==> config.mk <==
export PLATFORM = sky130hd
export DESIGN_NAME = irq_prio_arbiter
export DESIGN_NICKNAME = d
export VERILOG_FILES = /design/src/rtl/irq_arb_pkg.sv /design/src/rtl/irq_arb_ctrl.sv /design/src/rtl/irq_arb_data.sv /design/src/rtl/irq_prio_arbiter.sv
export SDC_FILE = /design/constraint.sdc
export NUM_CORES = 2
export LEC_CHECK = 0
export ABC_AREA = 1
export BUFFER_PORTS_ARGS = -buffer_cell sky130_fd_sc_hd__buf_2
export CORE_MARGIN = 2
export CORE_UTILIZATION = 55
export DETAILED_ROUTE_END_ITERATION = 16
export PLACE_DENSITY = 0.76
export SLEW_MARGIN = 0
export SYNTH_ARGS = -nofsm -noshare
export SYNTH_HDL_FRONTEND = slang
export SYNTH_SLANG_ARGS = --single-unit
==> constraint.sdc <==
create_clock -name clk -period 10.37 [get_ports clk]
set_input_delay 0.5185 -clock clk [delete_from_list [all_inputs] [get_ports clk]]
set_output_delay 0.5185 -clock clk [all_outputs]
set_load 0.01 [all_outputs]
==> src/rtl/irq_arb_pkg.sv <==
package irq_arb_pkg;
  localparam int NUM_WORDS  = 8;
  localparam int WORD_W     = 32;
  localparam int NUM_VEC    = NUM_WORDS * WORD_W;
  localparam int VEC_W      = $clog2(NUM_VEC);
  localparam int WSEL_W     = $clog2(NUM_WORDS);
  localparam int BSEL_W     = $clog2(WORD_W);
  localparam int CLS_W      = 4;
  localparam int FIRST_LIVE = WORD_W;
  localparam int TPR_BUS_W  = 32;

  typedef logic [VEC_W-1:0] vec_t;
  typedef logic [CLS_W-1:0] cls_t;
  typedef logic [NUM_WORDS-1:0][WORD_W-1:0] words_t;

  typedef struct packed {
    logic found;
    vec_t vec;
  } hit_t;

  // strobes from control to datapath
  typedef struct packed {
    logic doPush;
    logic doPop;
    logic doOverflow;
  } ctl_t;

  function automatic cls_t clsOf(vec_t v);
    return v[VEC_W-1 -: CLS_W];
  endfunction

  // highest set bit, scanning words from the top down to word 1
  function automatic hit_t scanTop(words_t w);
    hit_t h;
    h = '0;
    for (int i = NUM_WORDS - 1; i >= 1; i--) begin
      if (!h.found && (|w[i])) begin
        h.found = 1'b1;
        for (int b = 0; b < WORD_W; b++)
          if (w[i][b]) h.vec = vec_t'(i * WORD_W + b);
      end
    end
    return h;
  endfunction
endpackage

==> src/rtl/irq_arb_ctrl.sv <==
module irq_arb_ctrl
  import irq_arb_pkg::*;
(
  input  logic clk,
  input  logic rstN,
  input  logic ackStrobe,
  input  logic eoiStrobe,
  input  logic reqSetValid,
  input  logic tprWrite,
  input  logic pendValid,
  input  logic eoiFound,
  input  logic stackFull,
  output ctl_t ctl
);
  logic staleQ;
  logic accOk;

  assign accOk          = ackStrobe && pendValid && !staleQ;
  assign ctl.doPush     = accOk && !stackFull;
  assign ctl.doOverflow = accOk && stackFull;
  assign ctl.doPop      = eoiStrobe && eoiFound && !accOk;

  always_ff @(posedge clk) begin
    if (!rstN) staleQ <= 1'b0;
    else       staleQ <= reqSetValid || ctl.doPush || ctl.doPop || tprWrite;
  end

  // right after a request lands, the offered vector is stale
  p_stale_ack_r12: assert property (@(posedge clk) disable iff (!rstN)
    reqSetValid |=> !ctl.doPush);
endmodule

==> src/rtl/irq_arb_data.sv <==
module irq_arb_data
  import irq_arb_pkg::*;
#(
  parameter int STACK_DEPTH = 16
) (
  input  logic                 clk,
  input  logic                 rstN,
  input  logic                 reqSetValid,
  input  vec_t                 reqVector,
  input  logic                 tprWrite,
  input  logic [TPR_BUS_W-1:0] tprData,
  input  ctl_t                 ctl,
  output logic                 pendValid,
  output vec_t                 pendVector,
  output vec_t                 pprOut,
  output logic                 stackOverflow,
  output logic                 eoiFound,
  output logic                 stackFull
);
  localparam int SP_W = $clog2(STACK_DEPTH + 1);

  words_t irrWords, isrWords;
  vec_t   stk [0:STACK_DEPTH];
  logic [SP_W-1:0] sp;
  vec_t   tprQ, pprQ, pendVecQ;
  logic   pendValidQ, ovfQ;

  vec_t   topVec, pprNow;
  hit_t   irrHit, isrHit;
  logic   pendNow;

  assign topVec    = stk[sp];
  assign irrHit    = scanTop(irrWords);
  assign isrHit    = scanTop(isrWords);
  assign eoiFound  = isrHit.found;
  assign stackFull = (sp == SP_W'(STACK_DEPTH));

  always_comb begin
    if (clsOf(tprQ) >= clsOf(topVec)) pprNow = tprQ;
    else                              pprNow = {clsOf(topVec), {(VEC_W-CLS_W){1'b0}}};
  end

  assign pendNow = irrHit.found && (clsOf(irrHit.vec) > clsOf(pprNow));

  always_ff @(posedge clk) begin
    if (!rstN) begin
      irrWords   <= '0;
      isrWords   <= '0;
      for (int i = 0; i <= STACK_DEPTH; i++) stk[i] <= '0;
      sp         <= '0;
      tprQ       <= '0;
      pprQ       <= '0;
      pendVecQ   <= '0;
      pendValidQ <= 1'b0;
      ovfQ       <= 1'b0;
    end else begin
      if (ctl.doPush) begin
        irrWords[pendVecQ[VEC_W-1 -: WSEL_W]][pendVecQ[BSEL_W-1:0]] <= 1'b0;
        isrWords[pendVecQ[VEC_W-1 -: WSEL_W]][pendVecQ[BSEL_W-1:0]] <= 1'b1;
        stk[sp + SP_W'(1)] <= pendVecQ;
        sp <= sp + SP_W'(1);
      end
      if (ctl.doPop) begin
        isrWords[isrHit.vec[VEC_W-1 -: WSEL_W]][isrHit.vec[BSEL_W-1:0]] <= 1'b0;
        sp <= sp - SP_W'(1);
      end
      // a request issued later in program order wins over the accept clear
      if (reqSetValid)
        irrWords[reqVector[VEC_W-1 -: WSEL_W]][reqVector[BSEL_W-1:0]] <= 1'b1;
      if (tprWrite)       tprQ <= tprData[VEC_W-1:0];
      if (ctl.doOverflow) ovfQ <= 1'b1;
      pprQ       <= pprNow;
      pendVecQ   <= irrHit.vec;
      pendValidQ <= pendNow;
    end
  end

  assign pendValid     = pendValidQ;
  assign pendVector    = pendVecQ;
  assign pprOut        = pprQ;
  assign stackOverflow = ovfQ;

  // nested classes rise strictly
  p_push_class_r7: assert property (@(posedge clk) disable iff (!rstN)
    ctl.doPush |-> clsOf(pendVecQ) > clsOf(topVec));
  // the in-service scan and the stack agree on the top vector
  p_eoi_top_r8: assert property (@(posedge clk) disable iff (!rstN)
    (sp != '0) |-> (isrHit.found && isrHit.vec == topVec));
  // stack pointer never passes the depth
  p_no_overflow_r11: assert property (@(posedge clk) disable iff (!rstN)
    sp <= SP_W'(STACK_DEPTH));
  // overflow flag is sticky
  p_sticky_ovf_r11: assert property (@(posedge clk) disable iff (!rstN)
    ovfQ |=> ovfQ);
  // reserved vectors are never offered
  p_reserved_r3: assert property (@(posedge clk) disable iff (!rstN)
    pendValidQ |-> pendVecQ >= vec_t'(FIRST_LIVE));
  // an offered vector lies above the reported priority
  p_pend_above_r4: assert property (@(posedge clk) disable iff (!rstN)
    pendValidQ |-> clsOf(pendVecQ) > clsOf(pprQ));
endmodule

==> src/rtl/irq_prio_arbiter.sv <==
module irq_prio_arbiter
  import irq_arb_pkg::*;
#(
  parameter int STACK_DEPTH = 16
) (
  input  logic        clk,
  input  logic        rstN,
  input  logic        reqSetValid,
  input  logic [7:0]  reqVector,
  input  logic        ackStrobe,
  input  logic        eoiStrobe,
  input  logic        tprWrite,
  input  logic [31:0] tprData,
  output logic        pendValid,
  output logic [7:0]  pendVector,
  output logic [7:0]  pprOut,
  output logic        stackOverflow
);
  ctl_t ctl;
  logic eoiFound, stackFull;

  irq_arb_ctrl i_ctrl (
    .clk(clk), .rstN(rstN),
    .ackStrobe(ackStrobe), .eoiStrobe(eoiStrobe),
    .reqSetValid(reqSetValid), .tprWrite(tprWrite),
    .pendValid(pendValid), .eoiFound(eoiFound), .stackFull(stackFull),
    .ctl(ctl)
  );

  irq_arb_data #(.STACK_DEPTH(STACK_DEPTH)) i_data (
    .clk(clk), .rstN(rstN),
    .reqSetValid(reqSetValid), .reqVector(reqVector),
    .tprWrite(tprWrite), .tprData(tprData),
    .ctl(ctl),
    .pendValid(pendValid), .pendVector(pendVector), .pprOut(pprOut),
    .stackOverflow(stackOverflow), .eoiFound(eoiFound), .stackFull(stackFull)
  );
endmodule

==> results.yml <==
status:
  status: "finished, violations left"
  violations: "setup timing"
timing:
  hold_viol: 0
  grt_setup_unrepaired: "yes"
  finClkSkew_ns: 0.02730
  worst_pin_slew_ns: 1.408
  relSlewSlack: 0.06054
  post-route-min-period_ns: 12.69
  slew_viol_final: 0
  setup_viol: 224
  post-route-period-util: 1.224
  fmax_ghz: 0.07880
  final.setup.worst_slack_ns: -2.320
logic_synthesis:
  syn-num-nets: 4920
  synth.mux.area_fraction: 0
  synthAdderAreaFrac: 0.005118
  synth_edf_count: 128
  ys_seq_elements: 613
  synth_top_family_by_area: "simple AND/OR/NAND/NOR gates"
  post_synth_inst_count: 4861
  ys_async_sr_fraction: 0
  seq_area_frac_synth: 0.4264
  synth_compound_area_frac: 0.1385
  avgSynthCellArea_um2: 6.539
  yosysWarnings: 0
  synthXorXnorAreaFrac: 0.001378
  netlist_area_mm2: 0.03178
  synthFlopType: "dfxtp_1"
  yosys.area_share.simple: 0.3201
  synthDistinctLibCells: 47
clock_tree:
  clkLatencyLatePin_ns: 0.62
  cts-buffers-inserted: 68
  tritoncts_num_sinks: 613
  tritoncts: "yes"
  h-tree-depth: 3
  cts-root-buf: "clkbuf_16"
  path_clk_slew_ns: 0.06
  cts_buffer_depth: 3
worst_setup_path:
  crit_slowest_cell: "dfxtp_2"
  start_kind: "flip-flop"
  crit_arrival_ns: 13.19
  path_class: "reg2reg"
  r2r_slack_ns: -2.32
  critical_path_required_ns: 10.87
  slowest_delay_ns: 0.32
  end_kind: "flip-flop"
  timing.critical_path.fanout_max: 16
  cp_common_cell: "nand2_1"
layout:
  final_common_cell: "nand2_1"
  multi_input_area_mm2: 0.01508
  post-route-cell-area_mm2: 0.03628
  nFillCells: 5250
  layout_common_cells: "1,468 x nand2_1, 680 x inv_1, 661 x nor2_1"
  drive_above_1_share: 0.08791
  syn_to_final_growth_pct: 14.15
  nNetsFinal: 5015
  regArea_mm2: 0.01356
pwr:
  leakage_nw: 15.74
  peakVddDrop_v: 0.0001288
  power.density_mw_per_mm2: 150.6
  power_mw: 5.465
detailed_routing:
  drc: 0
  drtIter0Drc: 3869
  drt-pass1-iter-count: 9
  viasPerCell: 5.772
  ant_nets: 0
  routedWlPerCell_um: 20.26
  drt-total-wl_um: 117000
  routed-via-count: 33320
grt:
  antenna_found_initial: 5
  groute.usage.overall: 0.3796
  grt_max_degree: 213
  grt_pass1_wl_um: 174000
  gr-total-overflow: 0
  grt_pass1_vias: 30620
die:
  dieWidth_um: 244.4
  rows: 88
  die_h_um: 244.4
  core_mm2: 0.05737
  die_area_mm2: 0.05973
  io_pins: 64
  initial_core_util: 0.5541
placement:
  dpl_cell_area_mm2: 0.03352
  gp_congestion: 0.9893
  post-dp-hpwl_um: 79670
  portBuffers: 39
worst_hold_path:
  min_path_type: "in2reg"
flow_run:
  max_cap_viol_count: 0
==> final timing paths <==
check,end,from,depth (start not counted)
max,i_data.isrWords[162]$_SDFF_PN0_,i_data.isrWords[226]$_SDFF_PN0_,229
min reg2reg,i_data.pprOut[0]$_SDFF_PN0_,i_data.tprQ[0]$_SDFFE_PN0P_,2
min,i_data.tprQ[5]$_SDFFE_PN0P_,tprData[5],3
max reg2reg,i_data.isrWords[162]$_SDFF_PN0_,i_data.isrWords[226]$_SDFF_PN0_,229
==> cells in the mapped netlist (13+ instances only) <==
master	number	area (µm²)
a31oi_1	20	125.1
o221ai_1	26	227.7
nor3_1	18	90.09
o21ai_0	382	1912
nor2_1	730	2740
nand3_1	106	530.5
nand2_1	1477	5544
dfxtp_1	485	9709
inv_1	681	2556
nor4_1	34	212.7
nand4_1	127	794.5
ha_1	13	162.7
clkbuf_1	183	686.9
edfxtp_1	128	3844
a21oi_1	345	1727
==> power breakdown <==
| part | switching (mW) | total [mW] | internal [mW] |
|---|---|---|---|
| Sequential | 0.0208 | 2.49 | 2.47 |
| Combinational | 0.384 | 0.526 | 0.142 |
| Clock | 1.03 | 2.45 | 1.42 |
==> sequential cells by signal, summed over array words and instances (netlist names), named ones only <==
name	flops
i_ctrl.staleQ	1
i_data.pendVector	8
i_data.tprQ	8
i_data.pendValid	1
i_data.stk	128
i_data.isrWords	224
i_data.pprOut	8
i_data.irrWords	224
i_data.sp	5
i_data.stackOverflow	1
==> stage by stage <==
stage | hold slack, ns | util | std cells | setup TNS (ns) | setup slack, ns
detailed placement | 0.4288 | 0.5843 | 5628 | -425.08 | -1.997
floorplan | 0.4160 | - | 4861 | -22.94 | -0.1257
finish | 0.1791 | 0.6325 | 5773 | -501.94 | -2.320
CTS | 0.1641 | 0.6261 | 5762 | -437.57 | -2.052
global route | 0.1828 | 0.6324 | 5771 | -974.30 | -4.416
global placement | 0.4235 | 0.5843 | 5628 | -415.49 | -1.951
==> worst max-delay path, delay by kind of cell (launching register included) <==
family        cells  cell delay, ns
buf+inv           4            0.49
flops             1            0.32
simple gates    225           11.75
==> cells by family after synthesis <==
family,count (synthesis)
AOI/OAI and AO/OA,825
xor gates and xnor gates,5
adders and majority gates,13
buffers and inverters,895
DFF,613
and+or+nand+nor,2510
==> layout make-up <==
class                   count  area share
multi-input cells        3353      0.4156
well taps                 765     0.02638
diodes                      3   0.0002069
inverters                 692     0.07180
flip-flops and latches    613      0.3737
clock inverters            26    0.007380
clock buffers              93     0.05370
repair buffers            228     0.05132
==> repair_timing <==
item,CTS,global route
endpoints found under the setup margin,224,225
gates resized for setup,23,76
gates cloned,0,3
hold buffers,0,0
pin swaps,5,12
buffers inserted,15,5
==> metal layers <==
layer / up-vias / GRT usage / wire [µm]
met3: 481 / 0.08099 / 14170
met1: 15110 / 0.4759 / 43460
met5: - / 0 / 0
met4: 0 / 0.2749 / 9591
met2: 2121 / 0.5795 / 49770
li1: 15610 / - / -
Power figures use the tool's default switching activity.
